File: config.mk
export PLATFORM = sky130hd
export DESIGN_NAME = wordbuf_xlate_ctrl
export DESIGN_NICKNAME = d
export VERILOG_FILES = /design/src/rtl/wbx_pkg.sv /design/src/rtl/wbx_word_buf.sv /design/src/rtl/wbx_cell_queue.sv /design/src/rtl/wbx_sequencer.sv /design/src/rtl/wordbuf_xlate_ctrl.sv
export SDC_FILE = /design/constraint.sdc
export NUM_CORES = 2
export LEC_CHECK = 0
export ABC_CLOCK_PERIOD_IN_PS = 5700
export BUFFER_PORTS_ARGS = -buffer_cell sky130_fd_sc_hd__buf_2
export CAP_MARGIN = 20
export CORE_ASPECT_RATIO = 1.4
export CORE_MARGIN = 1
export CORE_UTILIZATION = 36
export DETAILED_ROUTE_END_ITERATION = 8
export PLACE_DENSITY = 0.64
export SYNTH_ARGS = -nofsm -noshare
export SYNTH_HDL_FRONTEND = slang
export SYNTH_SLANG_ARGS = --single-unit
File: constraint.sdc
create_clock -name clk -period 5.7 [get_ports clk]
set_input_delay 0.57 -clock clk [delete_from_list [all_inputs] [get_ports clk]]
set_output_delay 0.57 -clock clk [all_outputs]
set_load 0.1 [all_outputs]
File: src/rtl/wbx_pkg.sv
package wbx_pkg;

    localparam int          CHAR_W     = 8;
    localparam int          CELL_W     = 6;
    localparam logic [7:0]  SPACE_CHAR = 8'h20;

    typedef enum logic [1:0] {
        ST_COLLECT,
        ST_XLATE,
        ST_EMIT
    } wbx_state_e;

    // Per-cycle control strobes from the sequencer to the storage blocks
    typedef struct packed {
        logic buf_wr;      // append incoming character
        logic push_space;  // queue one blank cell
        logic push_rule;   // queue engine result cells
        logic clear;       // empty buffer and queue
    } wbx_ctl_t;

endpackage

File: src/rtl/wbx_word_buf.sv
module wbx_word_buf #(
    parameter int MAX_CHARS = 40,
    parameter int CHAR_W    = 8,
    parameter int POS_W     = 6
) (
    input  logic                        clk,
    input  logic                        rst,
    input  logic                        wr_en,
    input  logic [CHAR_W-1:0]           wr_char,
    input  logic                        clr,
    output logic [POS_W-1:0]            len,
    output logic [MAX_CHARS*CHAR_W-1:0] word
);

    localparam logic [POS_W-1:0] FULL = POS_W'(MAX_CHARS);

    always_ff @(posedge clk) begin
        if (rst || clr)
            len <= '0;
        else if (wr_en && len < FULL)
            len <= len + 1'b1;
    end

    for (genvar i = 0; i < MAX_CHARS; i++) begin : g_slot
        logic [CHAR_W-1:0] slot;
        always_ff @(posedge clk) begin
            if (rst)
                slot <= '0;
            else if (wr_en && len == POS_W'(i))
                slot <= wr_char;
        end
        assign word[i*CHAR_W +: CHAR_W] = slot;
    end

    AST_BUF_NO_WRITE_FULL: assert property (@(posedge clk) disable iff (rst)
        wr_en |-> len < FULL);
    AST_BUF_CLEARS: assert property (@(posedge clk) disable iff (rst)
        clr |=> len == '0);

endmodule

File: src/rtl/wbx_cell_queue.sv
module wbx_cell_queue #(
    parameter int DEPTH  = 64,
    parameter int CELL_W = 6,
    parameter int CPR    = 4,
    parameter int CNT_W  = 7,
    parameter int NC_W   = 3
) (
    input  logic                  clk,
    input  logic                  rst,
    input  logic                  clr,
    input  logic                  push_en,
    input  logic [NC_W-1:0]       push_n,
    input  logic [CPR*CELL_W-1:0] push_cells,
    input  logic                  pop,
    output logic [CELL_W-1:0]     head,
    output logic                  empty
);

    localparam int IDX_W = $clog2(DEPTH);

    logic [CELL_W-1:0] mem [DEPTH];
    logic [CNT_W-1:0]  wr_cnt;
    logic [CNT_W-1:0]  rd_idx;
    logic [CNT_W:0]    wr_sum [CPR];
    logic              wr_ok  [CPR];
    logic [CNT_W:0]    total;

    always_comb begin
        for (int k = 0; k < CPR; k++) begin
            wr_sum[k] = {1'b0, wr_cnt} + (CNT_W+1)'(k);
            wr_ok[k]  = push_en && (NC_W'(k) < push_n) &&
                        (wr_sum[k] < (CNT_W+1)'(DEPTH));
        end
        total = {1'b0, wr_cnt} + (CNT_W+1)'(push_n);
    end

    always_ff @(posedge clk) begin
        for (int k = 0; k < CPR; k++)
            if (wr_ok[k])
                mem[wr_sum[k][IDX_W-1:0]] <= push_cells[k*CELL_W +: CELL_W];
    end

    always_ff @(posedge clk) begin
        if (rst || clr) begin
            wr_cnt <= '0;
            rd_idx <= '0;
        end else begin
            if (push_en)
                wr_cnt <= (total > (CNT_W+1)'(DEPTH)) ? CNT_W'(DEPTH)
                                                      : total[CNT_W-1:0];
            if (pop && !empty)
                rd_idx <= rd_idx + 1'b1;
        end
    end

    assign empty = (rd_idx == wr_cnt);
    assign head  = mem[rd_idx[IDX_W-1:0]];

    AST_QUEUE_CAP: assert property (@(posedge clk) disable iff (rst)
        wr_cnt <= CNT_W'(DEPTH));
    AST_NO_POP_EMPTY: assert property (@(posedge clk) disable iff (rst)
        pop |-> !empty);

endmodule

File: src/rtl/wbx_sequencer.sv
module wbx_sequencer
    import wbx_pkg::*;
#(
    parameter int MAX_CHARS = 40,
    parameter int POS_W     = 6
) (
    input  logic              clk,
    input  logic              rst,
    input  logic              rx_strobe,
    input  logic [7:0]        rx_char,
    input  logic [POS_W-1:0]  len,
    input  logic              eng_done,
    input  logic [POS_W-1:0]  eng_consumed,
    input  logic              q_empty,
    output wbx_ctl_t          ctl,
    output logic [POS_W-1:0]  pos,
    output logic              eng_req,
    output logic              accepting,
    output logic              emitting,
    output logic              overflow
);

    wbx_state_e        state, state_n;
    logic [POS_W-1:0]  pos_n, step;
    logic [POS_W:0]    adv;
    logic              ovf_n;

    always_comb begin
        state_n = state;
        pos_n   = pos;
        ctl     = '0;
        ovf_n   = 1'b0;
        eng_req = 1'b0;
        step    = (eng_consumed == '0) ? POS_W'(1) : eng_consumed;
        adv     = {1'b0, pos} + {1'b0, step};
        unique case (state)
            ST_COLLECT: if (rx_strobe) begin
                if (rx_char == SPACE_CHAR) begin
                    if (len == '0) begin
                        ctl.push_space = 1'b1;
                        state_n        = ST_EMIT;
                    end else begin
                        pos_n   = '0;
                        state_n = ST_XLATE;
                    end
                end else if (len == POS_W'(MAX_CHARS)) begin
                    ovf_n   = 1'b1;
                    pos_n   = '0;
                    state_n = ST_XLATE;
                end else begin
                    ctl.buf_wr = 1'b1;
                end
            end
            ST_XLATE: begin
                eng_req = 1'b1;
                if (eng_done) begin
                    ctl.push_rule = 1'b1;
                    if (adv >= {1'b0, len})
                        state_n = ST_EMIT;
                    else
                        pos_n = adv[POS_W-1:0];
                end
            end
            ST_EMIT: if (q_empty) begin
                ctl.clear = 1'b1;
                state_n   = ST_COLLECT;
            end
            default: state_n = ST_COLLECT;
        endcase
    end

    always_ff @(posedge clk) begin
        if (rst) begin
            state    <= ST_COLLECT;
            pos      <= '0;
            overflow <= 1'b0;
        end else begin
            state    <= state_n;
            pos      <= pos_n;
            overflow <= ovf_n;
        end
    end

    assign accepting = (state == ST_COLLECT);
    assign emitting  = (state == ST_EMIT);

    AST_OVF_SINGLE: assert property (@(posedge clk) disable iff (rst)
        overflow |=> !overflow);
    AST_POS_IN_WORD: assert property (@(posedge clk) disable iff (rst)
        eng_req |-> pos < len);

endmodule

File: src/rtl/wordbuf_xlate_ctrl.sv
module wordbuf_xlate_ctrl
    import wbx_pkg::*;
#(
    parameter int MAX_CHARS = 40,
    parameter int QDEPTH    = 64,
    parameter int CPR       = 4,
    localparam int POS_W    = $clog2(MAX_CHARS + 1),
    localparam int CNT_W    = $clog2(QDEPTH + 1),
    localparam int NC_W     = $clog2(CPR + 1)
) (
    input  logic                        clk,
    input  logic                        rst,
    input  logic [CHAR_W-1:0]           rx_char,
    input  logic                        rx_strobe,
    output logic                        rx_accept,
    output logic                        eng_req,
    output logic [POS_W-1:0]            eng_pos,
    output logic [CHAR_W-1:0]           eng_entry,
    output logic [MAX_CHARS*CHAR_W-1:0] eng_word,
    output logic [POS_W-1:0]            eng_len,
    input  logic                        eng_done,
    input  logic [POS_W-1:0]            eng_consumed,
    input  logic [NC_W-1:0]             eng_ncodes,
    input  logic [CPR*CELL_W-1:0]       eng_codes,
    output logic                        out_valid,
    output logic [CELL_W-1:0]           out_cell,
    input  logic                        out_ready,
    output logic                        overflow
);

    wbx_ctl_t ctl;
    logic     q_empty, emitting, pop;

    wbx_sequencer #(.MAX_CHARS(MAX_CHARS), .POS_W(POS_W)) u_seq (
        .clk(clk), .rst(rst), .rx_strobe(rx_strobe), .rx_char(rx_char),
        .len(eng_len), .eng_done(eng_done), .eng_consumed(eng_consumed),
        .q_empty(q_empty), .ctl(ctl), .pos(eng_pos), .eng_req(eng_req),
        .accepting(rx_accept), .emitting(emitting), .overflow(overflow)
    );

    wbx_word_buf #(.MAX_CHARS(MAX_CHARS), .CHAR_W(CHAR_W), .POS_W(POS_W)) u_buf (
        .clk(clk), .rst(rst), .wr_en(ctl.buf_wr), .wr_char(rx_char),
        .clr(ctl.clear), .len(eng_len), .word(eng_word)
    );

    always_comb begin
        eng_entry = '0;
        for (int i = 0; i < MAX_CHARS; i++)
            if (eng_pos == POS_W'(i))
                eng_entry = eng_word[i*CHAR_W +: CHAR_W];
    end

    wbx_cell_queue #(.DEPTH(QDEPTH), .CELL_W(CELL_W), .CPR(CPR),
                     .CNT_W(CNT_W), .NC_W(NC_W)) u_q (
        .clk(clk), .rst(rst), .clr(ctl.clear),
        .push_en(ctl.push_space || ctl.push_rule),
        .push_n(ctl.push_space ? NC_W'(1) : eng_ncodes),
        .push_cells(ctl.push_space ? '0 : eng_codes),
        .pop(pop), .head(out_cell), .empty(q_empty)
    );

    assign out_valid = emitting && !q_empty;
    assign pop       = out_valid && out_ready;

    AST_VALID_HOLD: assert property (@(posedge clk) disable iff (rst)
        out_valid && !out_ready |=> out_valid && $stable(out_cell));

endmodule

==> metrics.cfg <==
[outcome]
status = finished, violations left
violations = DRC

[clock_tree]
clk_latency_ps = 750
cts_sinks = 739
path_clk_slew_ps = 70
cts_tree = built
hold_buffers = 0
htreeDepth = 3
cts_setup_buffers = 0
cts_resized = 0
cts_buffers = 81
cts_buffer_depth = 3
clockRootBuffer = clkbuf_16

[routing]
dr.pass1.iters = 9
drt-total-wl_mm = 228
antenna_left = 0
drt-wirelength-per-cell_um = 33.5
dr_total_vias = 46523
drc = 2
drt-initial-drc-count = 7286
via_per_inst = 6.84

[layout]
final_nets = 5186
drive_gt1_frac = 0.186
area_delta_synth_final_pct = 13.2

[synthesis]
synth_most_common_cell = nand2_1
synth-seq-cells = 739
synth_edf_count = 384
yosys.area.top_type = edfxtp_1
ys.flop_type = edfxtp_1
yosys.area.top_type_share = 0.257
syn_area_per_cell_sq_um = 8.89
netlist_area_sq_um = 44800
synth_fp_nets = 5110
synth_cells = 5040
yosys.cell_types.count = 108
yosysWarnings = 0
synth_common_cells = nand2_1, nor2_1, a21oi_1
synthTopCellsByArea = edfxtp_1, dfxtp_1, a221oi_1, mux4_2, nand2_1
async_reset_ff_frac = 0
yosysSeqAreaShare = 0.416

[floorplanning]
std_cell_rows = 152
num_io_pins = 396
initial_core_util = 0.364
core_sq_um = 123000
chipWidth_um = 300
die_y_um = 419
dieArea_sq_um = 126000

[timing]
slew_headroom = 0.151
setup_slack_ps = 362
tns_ps = 0
finalHoldViolCount = 0
finClkSkew_ps = 52.9
drv_slew = 0
holdWs_ps = 291
clock.fmax_mhz = 187
period_needed_ps = 5340
min_period_over_period = 0.936
rsz0062_at_grt = false
tightest_slew_ps = 1270
setup_viol = 0

[setup_path]
cp.required_ps = 5130
crit_path_end_kind = output pin
cp_max_fo = 23
cp_data_arrival_time_ps = 4770
crit_type = reg -> out
r2r_setup_slack_ps = 1330
crit_path_start_kind = register

[power]
pwr_density_cell_nw_per_um2 = 243
swShare = 0.272
clkPwrFrac = 0.457
switching_power_mw = 3.36
seqPwrFrac = 0.455
p_int_mw = 8.99
p_leak_nw = 17.4
ir_drop_mv = 0.272
p_total_mw = 12.3
p_comb_frac = 0.088

[global_routing]
grt_usage = 0.350
grt_max_degree = 145
grt_pass1_wl_mm = 318
antenna_found_initial = 14
grt_pass1_vias = 43011
gr-total-overflow = 0

[placement]
portBuffers = 395
hpwlAfterDp_mm = 154
gp_congestion = 1.05
pre_cts_ws_ps = 1300

[worst_hold_path]
hold_path.class = in -> reg

[run]
drv_cap = 0

## state kept, by name, summed over array words and instances (netlist names), named ones only
register / cells
u_q.mem: 384
u_buf.g_slot.slot: 320
u_q.rd_idx: 7
u_q.wr_cnt: 7
u_buf.len: 6
u_seq.pos: 6
u_seq.state: 2
u_seq.overflow: 1
## cell type report
type                            count  area [sq um]
Tap cell                         1617          2020
Clock inverter                     45           513
Timing Repair Buffer              552          3330
Fill cell                       12085         72300
Inverter                           30           113
Multi-Input combinational cell   3712         23800
Clock buffer                      102          2220
Antenna cell                        8          20.0
Sequential cell                   739         18700
## logic make-up (layout without fill, tap and decap cells)
kind of cell | Yosys count | after routing | synth area share
adders and majority gates | 24 | 24 | 0.00704
muxes | 202 | 202 | 0.0814
buffers and inverters | 589 | 729 | 0.0558
and+or+nand+nor | 1909 | 1909 | 0.193
AOI/OAI and AO/OA | 1551 | 1551 | 0.242
other | 0 | 8 | 0
DFF | 739 | 739 | 0.416
xor gates and xnor gates | 26 | 26 | 0.00508
## per-layer routing
layer  track usage  routed length [um]  vias up  part of all wire
met2         0.554              102000     3930              0.45
met5             0                  23        -           0.00010
met1         0.383               73900    22101              0.32
met3         0.111               29100     1165              0.13
li1              -                   -    19323                 -
met4         0.291               22200        4             0.098
## layout by cell type (no fill, tap or decap), types with 15 or more instances in the layout
cell and n:
a2111oi_0 35, a211o_1 19, a211oi_1 262, a21oi_1 446
a221oi_1 388, a31oi_1 16, and2_1 39, and3_1 16
buf_2 395, buf_4 139, clkbuf_16 83, dfxtp_1 347
edfxtp_1 384, ha_1 22, inv_1 27, mux2i_1 64
mux4_2 129, nand2_1 628, nand2_2 19, nand2b_1 23
nand3_1 368, nor2_1 579, nor2_2 15, nor3_1 46
o211a_1 16, o21ai_0 162, o21ai_1 17, o221ai_1 25
o22ai_1 28, or2_2 18, or3_1 20, xor2_1 15
## worst paths after layout
kind                             from                        to  depth (start not counted)
max                      u_seq.pos[3]              eng_entry[3]                          9
min                         rx_strobe            u_seq.state[0]                          3
max reg2reg              u_buf.len[5]            u_q.mem[22][0]                          8
min reg2reg  u_buf.g_slot[36].slot[0]  u_buf.g_slot[36].slot[0]                          2
## power groups by stage
| stage | clock network, mW | logic (mW) | registers [mW] |
|---|---|---|---|
| floorplan | 0 | 0.548 | 5.80 |
| global placement | 0 | 1.02 | 5.73 |
| detailed placement | 0 | 1.03 | 5.73 |
| CTS | 5.63 | 1.03 | 5.61 |
| global route | 5.82 | 1.09 | 5.61 |
| finish | 5.65 | 1.09 | 5.61 |
## worst max-delay path: stages (launching register included)
cell	delay (ps)
dfxtp_1	530
buf_4	300
nor4b_2	840
nand2_1	260
nor2_1	150
a31o_2	120
a31oi_1	170
a211oi_1	960
o211ai_1	310
buf_2	370
## stage by stage
stage	utilization	std cells	cell area, sq um
6_report	0.412	6805	50700
5_1_grt	0.412	6799	50700
4_1_cts	0.411	6791	50600
3_5_place_dp	0.389	6644	47900
3_3_place_gp	0.389	6642	47900
2_1_floorplan	-	5040	44800
Note: power is estimated with default switching activity, not from simulation.
